### config.mk
export PLATFORM = sky130hd
export DESIGN_NAME = fpu_dispatch
export DESIGN_NICKNAME = d
export VERILOG_FILES = /design/src/rtl/fpu_disp_pkg.sv /design/src/rtl/fpu_decode.sv /design/src/rtl/fpu_tag_file.sv /design/src/rtl/fpu_dispatch.sv
export SDC_FILE = /design/constraint.sdc
export NUM_CORES = 1
export LEC_CHECK = 0
export BUFFER_PORTS_ARGS = -buffer_cell sky130_fd_sc_hd__buf_2
export CORE_UTILIZATION = 49
export DETAILED_ROUTE_END_ITERATION = 10
export MAX_ROUTING_LAYER = met4
export PLACE_DENSITY = 0.88
export SYNTH_ARGS = -nofsm -noshare
export SYNTH_HDL_FRONTEND = slang
export SYNTH_HIERARCHICAL = 1
export SYNTH_SLANG_ARGS = --single-unit
### constraint.sdc
create_clock -name clk -period 5.55 [get_ports clk]
set_input_delay 0.8325 -clock clk [delete_from_list [all_inputs] [get_ports clk]]
set_output_delay 0.8325 -clock clk [all_outputs]
set_load 0.02 [all_outputs]
### src/rtl/fpu_disp_pkg.sv
package fpu_disp_pkg;

  typedef enum logic [2:0] {
    K_NONE  = 3'd0,
    K_ARITH = 3'd1,
    K_CLEAR = 3'd2,
    K_INIT  = 3'd3,
    K_NOP   = 3'd4,
    K_UNDEF = 3'd5
  } kind_e;

  localparam logic [2:0] CMD_ADD = 3'd0;
  localparam logic [2:0] CMD_MUL = 3'd1;
  localparam logic [2:0] CMD_CMP = 3'd2;
  localparam logic [2:0] CMD_SUB = 3'd3;
  localparam logic [2:0] CMD_DIV = 3'd4;

  localparam int          SW_INVALID = 0;
  localparam int          SW_ZDIV    = 2;
  localparam logic [15:0] SW_CLR_MSK = 16'h80FF;
  localparam logic [1:0]  TAG_EMPTY  = 2'b11;
  localparam logic [1:0]  TAG_LIVE   = 2'b00;

  typedef struct packed {
    kind_e      kind;
    logic [2:0] cmd;
    logic       swap;
    logic       pop;
    logic       is_div;
  } dec_t;

endpackage

### src/rtl/fpu_decode.sv
module fpu_decode
  import fpu_disp_pkg::*;
(
  input  logic [7:0] opcode,
  input  logic [2:0] reg_field,
  input  logic [2:0] rm_field,
  input  logic       mem_operand,
  output dec_t       dec
);

  always_comb begin
    dec      = '0;
    dec.kind = K_NONE;
    if (opcode[7:3] == 5'b11011) begin
      unique case (opcode[2:0])
        3'b000, 3'b100: begin
          dec.kind = K_ARITH;
          unique case (reg_field)
            3'd0: dec.cmd = CMD_ADD;
            3'd1: dec.cmd = CMD_MUL;
            3'd2: dec.cmd = CMD_CMP;
            3'd3: begin dec.cmd = CMD_CMP; dec.pop = 1'b1; end
            3'd4: dec.cmd = CMD_SUB;
            3'd5: begin dec.cmd = CMD_SUB; dec.swap = 1'b1; end
            3'd6: begin dec.cmd = CMD_DIV; dec.is_div = 1'b1; end
            default: begin dec.cmd = CMD_DIV; dec.is_div = 1'b1; dec.swap = 1'b1; end
          endcase
        end
        3'b011: begin
          if (mem_operand) dec.kind = K_UNDEF;
          else begin
            unique case ({reg_field, rm_field})
              6'h22:        dec.kind = K_CLEAR;
              6'h23:        dec.kind = K_INIT;
              6'h20, 6'h21: dec.kind = K_NOP;
              default:      dec.kind = K_UNDEF;
            endcase
          end
        end
        default: dec.kind = K_UNDEF;
      endcase
    end
  end

endmodule

### src/rtl/fpu_tag_file.sv
module fpu_tag_file
  import fpu_disp_pkg::*;
#(
  parameter int SLOTS = 8,
  localparam int IDX_W = $clog2(SLOTS)
)(
  input  logic               clk,
  input  logic               rst,
  input  logic [IDX_W-1:0]   top_idx,
  input  logic [IDX_W-1:0]   src_idx,
  input  logic               do_init,
  input  logic               do_pop,
  input  logic               do_push,
  output logic [2*SLOTS-1:0] tag_word,
  output logic               top_empty,
  output logic               src_empty
);

  logic [1:0]       tags [SLOTS];
  logic [IDX_W-1:0] push_slot;

  assign push_slot = top_idx - 1'b1;

  for (genvar i = 0; i < SLOTS; i++) begin : g_slot
    always_ff @(posedge clk) begin
      if (rst || do_init)
        tags[i] <= TAG_EMPTY;
      else if (do_pop && top_idx == IDX_W'(i))
        tags[i] <= TAG_EMPTY;
      else if (do_push && push_slot == IDX_W'(i))
        tags[i] <= TAG_LIVE;
    end
    assign tag_word[2*i +: 2] = tags[i];
  end

  assign top_empty = (tags[top_idx] == TAG_EMPTY);
  assign src_empty = (tags[src_idx] == TAG_EMPTY);

endmodule

### src/rtl/fpu_dispatch.sv
module fpu_dispatch
  import fpu_disp_pkg::*;
#(
  parameter int          SLOTS     = 8,
  parameter logic [15:0] CTRL_INIT = 16'h037F
)(
  input  logic        clk,
  input  logic        rst,
  input  logic        instr_valid,
  input  logic [7:0]  opcode,
  input  logic [2:0]  reg_field,
  input  logic [2:0]  rm_field,
  input  logic        mem_operand,
  input  logic        divisor_zero,
  input  logic        push_valid,
  output logic        op_valid,
  output logic [2:0]  op_code,
  output logic        op_swap,
  output logic        op_pop,
  output logic        op_src_mem,
  output logic [2:0]  op_src_idx,
  output logic        ud_exc,
  output logic [15:0] control_word,
  output logic [15:0] status_word,
  output logic [15:0] tag_word
);

  localparam int TOP_LO = 11;
  localparam int TOP_HI = TOP_LO + 2;

  dec_t       dec;
  logic [2:0] top, src_phys;
  logic       top_empty, src_empty;
  logic       is_arith, blocked, zdiv_hit, issue;
  logic       do_pop, do_init, do_push;

  fpu_decode u_decode (
    .opcode      (opcode),
    .reg_field   (reg_field),
    .rm_field    (rm_field),
    .mem_operand (mem_operand),
    .dec         (dec)
  );

  always_comb begin
    top      = status_word[TOP_HI:TOP_LO];
    src_phys = top + rm_field;
    is_arith = instr_valid && (dec.kind == K_ARITH);
    blocked  = top_empty || (!mem_operand && src_empty);
    zdiv_hit = dec.is_div && divisor_zero;
    issue    = is_arith && !blocked && !zdiv_hit;
    do_pop   = issue && dec.pop;
    do_init  = instr_valid && (dec.kind == K_INIT);
    do_push  = push_valid && !instr_valid;
  end

  fpu_tag_file #(.SLOTS(SLOTS)) u_tags (
    .clk       (clk),
    .rst       (rst),
    .top_idx   (top),
    .src_idx   (src_phys),
    .do_init   (do_init),
    .do_pop    (do_pop),
    .do_push   (do_push),
    .tag_word  (tag_word),
    .top_empty (top_empty),
    .src_empty (src_empty)
  );

  always_ff @(posedge clk) begin
    if (rst) begin
      control_word <= CTRL_INIT;
      status_word  <= '0;
      op_valid     <= 1'b0;
      op_code      <= '0;
      op_swap      <= 1'b0;
      op_pop       <= 1'b0;
      op_src_mem   <= 1'b0;
      op_src_idx   <= '0;
      ud_exc       <= 1'b0;
    end else begin
      op_valid   <= 1'b0;
      op_code    <= '0;
      op_swap    <= 1'b0;
      op_pop     <= 1'b0;
      op_src_mem <= 1'b0;
      op_src_idx <= '0;
      ud_exc     <= 1'b0;
      if (instr_valid) begin
        unique case (dec.kind)
          K_ARITH: begin
            if (blocked)
              status_word[SW_INVALID] <= 1'b1;
            else if (zdiv_hit)
              status_word[SW_ZDIV] <= 1'b1;
            else begin
              op_valid   <= 1'b1;
              op_code    <= dec.cmd;
              op_swap    <= dec.swap;
              op_pop     <= dec.pop;
              op_src_mem <= mem_operand;
              op_src_idx <= src_phys;
              if (dec.pop) status_word[TOP_HI:TOP_LO] <= top + 3'd1;
            end
          end
          K_CLEAR: status_word <= status_word & ~SW_CLR_MSK;
          K_INIT: begin
            control_word <= CTRL_INIT;
            status_word  <= '0;
          end
          K_UNDEF: ud_exc <= 1'b1;
          default: ;
        endcase
      end else if (do_push) begin
        status_word[TOP_HI:TOP_LO] <= top - 3'd1;
      end
    end
  end

endmodule

# Word level (Yosys, flattened, before mapping)
# Memory sizes are Yosys's and may differ from the RTL's. A register that Yosys moved wholly into a read port is not among the register bits.
# Cells that the tools add are included.
# op_classes
muxes	100
bitwise	21
n_shift	0
multipliers	0
order_cmp	0
div_mod_pow	0
n_eq_ne	40
n_reduce_logical	53
add_sub_neg	3
# ops
operator	count
$mux 1	66
$eq 3x3->1 const B	13
$mux 2	16
$eq 3x2->1 const B	9
$eq 6x6->1 const B	4
$logic_and 1x1->1	24
$mux 3	8
$or 1x1->1	16
$pmux 8 s2	1
$eq 3x1->1 const B	4
$logic_not 3->1	4
$pmux 3 s2	2
$pmux 3 s4	1
$reduce_or 2->1	6
$reduce_or 6->1	2
$mux 9	1
$ne 3x3->1 const B	3
$pmux 3 s3	1
$reduce_or 7->1	1
$mux 6	1
$ne 2x2->1 const B	3
$reduce_and 3->1	2
$reduce_bool 2->1	3
$eq 5x5->1 const B	1
15 further kinds	25
# totals
mem_bits_ro	0
memories	1
ramBits	16
inputBits	20
regBits	26
latchBits	0
output_inout_bits	59
word_cells	230
# memory_table
memory	words	word_bits	read_ports	rd_ports_with_merged_regs	write_ports	line_no	source
u_tags.tags	8	2	10	1	8	fpu_tag_file.sv:19	logic [1:0] tags [SLOTS];

# Longest topological paths before layout
# depth
depth_word	17
ltp_mapped	13
ltp_nobuf	12

# Hierarchy
# The synthesis kept the hierarchy.
# modules_own_cells
module	n_inst	cells_per_inst	seq_area_each_um2	area_per_inst_um2
fpu_dispatch	1	103	320.3	945.9
fpu_tag_file	1	59	240.2	608.1
fpu_decode	1	22	0.0	118.9

# Worst setup path after synthesis
# Ideal clock, no wire load.
# synth_timing
kind	input to register
from	in rm_field[0]
to	mem u_tags.tags[6][0] (enable)
path_slack_ns	2.009
setup_time_ns	0.310
required_time_ns	5.240
stages	13
arrival_ns	3.231
path_cell_list	ha_1 -> fa_1 -> xnor2_1 -> xnor2_1 -> mux4_1 -> mux2_2 -> nand2b_1 -> and4b_1 -> and3_1 -> buf_6 -> mux2i_1 -> nand2b_1 -> o21ai_0
# synth_rtl
element	line_no	source
start: declaration	fpu_dispatch.sv:12	input logic [2:0] rm_field,
end: declaration	fpu_tag_file.sv:19	

==> impl_metrics.yaml <==
global_route:
  grt_usage_pct: 19.7
  first_global_vias: 1152
  grt_start_max_net_pins: 18
  gr-total-overflow: 0
  grt_pass1_wl_um: 5200
  antenna_found_initial: 0
detailed_routing:
  via_per_inst: 5.01
  via_count: 1327
  drc_errors: 0
  drtIter0Drc: 83
  postRouteAntennaNets: 0
  firstDrtPassIters: 4
  routedWlPerCell_um: 12.4
  routed_wirelength_um: 3290
setup_path:
  criticalPathCategory: "reg -> reg"
  cp_data_arrival_time_ns: 3.85
  crit_required_ns: 5.58
  worstSetupEndpointType: "flop"
  path_max_fanout: 17
  worst_setup_path_start_kind: "flop"
sta:
  finalMaxSlewViolations: 0
  clock.fmax_mhz: 262
  tightest_slew_ns: 0.692
  fin_setup_tns_ns: 0
  fin_crit_ns: 3.82
  hold_ws_ns: 0.553
  clock_skew_ns: 0.00159
  rsz0062_at_grt: "no"
  report.final.setup_viol: 0
  hold_violations: 0
  slew-limit-headroom_pct: 53.8
  finalCritPeriodShare_pct: 68.9
finish:
  area.growth.synth_to_final_pct: 9.05
  fill_cells: 306
  finalNetCount: 246
  finalCoreUtilization_pct: 57.9
  drive_gt1_share_pct: 28.5
  antenna_cells: 0
power:
  power.total_uw: 388
  p_leak_uw: 0.000755
  pwr_density_cell_mw_per_mm2: 213
  peakVddDrop_uv: 91.4
cts:
  clock_sinks: 24
  insertion_delay_ns: 0.31
  root_buffer: "clkbuf_4"
  h-tree-depth: 1
  cts_buffers: 3
  cts_buffer_depth: 2
  clk_pin_slew_worst_paths_ns: 0.14
  cts_tree: "done"
  cts_setup_buffers: 0
  cts_hold_buf: 0
  cts_resized: 0
die:
  initial_utilization_pct: 53.1
  die_area_mm2: 0.00365
  die-height_um: 60.4
  die_x_um: 60.4
  core_region_area_mm2: 0.00315
  ios: 79
  rows: 20
yosys:
  netlist_instances: 184
  ys_warn_count: 6
  synth-edff-count: 8
  syn_area_per_cell_um2: 9.09
  ys.flop_type: "dfxtp_1"
  ys_seq_area_share_pct: 33.5
  yosysUniqueCellTypes: 45
  syn_area_mm2: 0.00167
  synth_seq_cells: 24
  synthArstFlopShare_pct: 0
placement:
  numPortBuffers: 51
  gp_congestion: 0.845
  hpwl_um: 2520
job:
  max_cap_violations: 0
min_path:
  hp-class: "reg -> reg"
run_status:
  outcome: "completed"
==> cell families (layout without fill, tap and decap cells) <==
group                      count (synthesis)  after routing  synth area share (%)
buffers and inverters                     48             60                  19.4
muxes                                      7              7                  8.00
and+or+nand+nor                           76             76                  24.5
xor gates and xnor gates                   3              3                  1.57
DFF                                       24             24                  33.5
other                                      2             27                 0.449
adders and majority gates                  4              4                  3.44
AOI/OAI and AO/OA                         20             20                  9.13
==> path summary, 6_finish.rpt <==
kind                                                    from                     endpoint  slack, ns  cells past startpoint
worst max-delay path            status_word[11]$_SDFFE_PP0P_  u_tags/tags[2][0]$_DFFE_PP_       1.73                     12
worst min-delay path             status_word[0]$_SDFFE_PP0P_  status_word[0]$_SDFFE_PP0P_       0.55                      2
worst max register to register  status_word[11]$_SDFFE_PP0P_  u_tags/tags[2][0]$_DFFE_PP_       1.73                     12
worst min register to register   status_word[0]$_SDFFE_PP0P_  status_word[0]$_SDFFE_PP0P_       0.55                      2
==> sequential cells by signal, indices dropped and copies added (netlist names) <==
| name | cells |
|---|---|
| op_code | 3 |
| op_pop | 1 |
| op_src_idx | 3 |
| op_src_mem | 1 |
| op_swap | 1 |
| op_valid | 1 |
| status_word | 5 |
| u_tags/tags | 8 |
| ud_exc | 1 |
==> worst max-delay path: stages (launching register included) <==
cell and delay, ns:
dfxtp_1 0.56, ha_1 0.32, fa_1 0.39, xnor2_1 0.20, xnor2_1 0.19, mux4_1 0.32
mux2_2 0.28, nand2b_1 0.09, and4b_1 0.21, and3_1 0.40, mux2i_1 0.17, nand2b_1 0.21
o21ai_0 0.21
==> cells in the mapped netlist (2+ instances only) <==
library cell,count,area share [%]
buf_4,36,16
nand2_1,21,4.7
dfxtp_1,16,19
and2_1,10,3.7
nor2_1,9,2.0
edfxtp_1,8,14
nor3_1,7,2.1
nor2b_1,6,2.2
clkbuf_1,5,1.1
inv_1,5,1.1
o21ai_0,5,1.5
a21oi_1,4,1.2
nand3_1,4,1.2
ha_1,3,2.2
nand2b_1,3,1.1
o31a_1,3,1.6
xnor2_1,3,1.6
and4b_1,2,1.2
conb_1,2,0.45
mux4_1,2,3.1
mux4_2,2,2.7
nand3b_1,2,0.90
nor3b_1,2,0.90
nor4_1,2,0.75
o31ai_1,2,0.90
==> cells in the final DEF (no fill, tap or decap), drive strengths merged, types with 3 or more instances in the layout <==
| cell | synthesis | layout |
|---|---|---|
| a21oi | 4 | 4 |
| and2 | 10 | 10 |
| buf | 38 | 51 |
| clkbuf | 5 | 3 |
| conb | 2 | 27 |
| dfxtp | 16 | 16 |
| edfxtp | 8 | 8 |
| ha | 3 | 3 |
| inv | 5 | 5 |
| mux4 | 4 | 4 |
| nand2 | 21 | 21 |
| nand2b | 3 | 3 |
| nand3 | 4 | 4 |
| nor2 | 10 | 10 |
| nor2b | 6 | 6 |
| nor3 | 7 | 7 |
| o21ai | 5 | 5 |
| o31a | 3 | 3 |
| xnor2 | 3 | 3 |
==> area by class of cell <==
type / count / area, um^2 / area share [%]
multi-input cells: 137 / 882 / 48.4
flip-flops and latches: 24 / 561 / 30.7
repair buffers: 51 / 255 / 14.0
well taps: 44 / 55.1 / 3.02
clock inverters: 1 / 30.0 / 1.65
clock buffers: 3 / 22.5 / 1.23
inverters: 5 / 18.8 / 1.03
==> layer usage <==
metal	up-vias	global-route usage [%]	routed length, um
met5	-	-	0
met4	0	5.84	48
met3	4	2.77	162
met2	51	34.5	1680
met1	621	23.4	1410
li1	651	-	-
==> power by group <==
| part | leakage (uW) | switching, uW | internal, uW | total, uW |
|---|---|---|---|---|
| logic | 0.000541 | 44.0 | 24.1 | 68.1 |
| registers | 0.000186 | 7.59 | 183 | 191 |
| clock network | 0.0000279 | 55.8 | 72.9 | 129 |
==> through the flow <==
step	cells	setup slack, ns	instance area (um^2)
after CTS	265	1.74	1820
after global placement	261	1.63	1770
after floorplan	209	2.01	1770
after detailed placement	261	1.42	1770
after global routing	265	1.42	1820
final	265	1.73	1820
No activity file was read; power rests on OpenSTA's default activity.
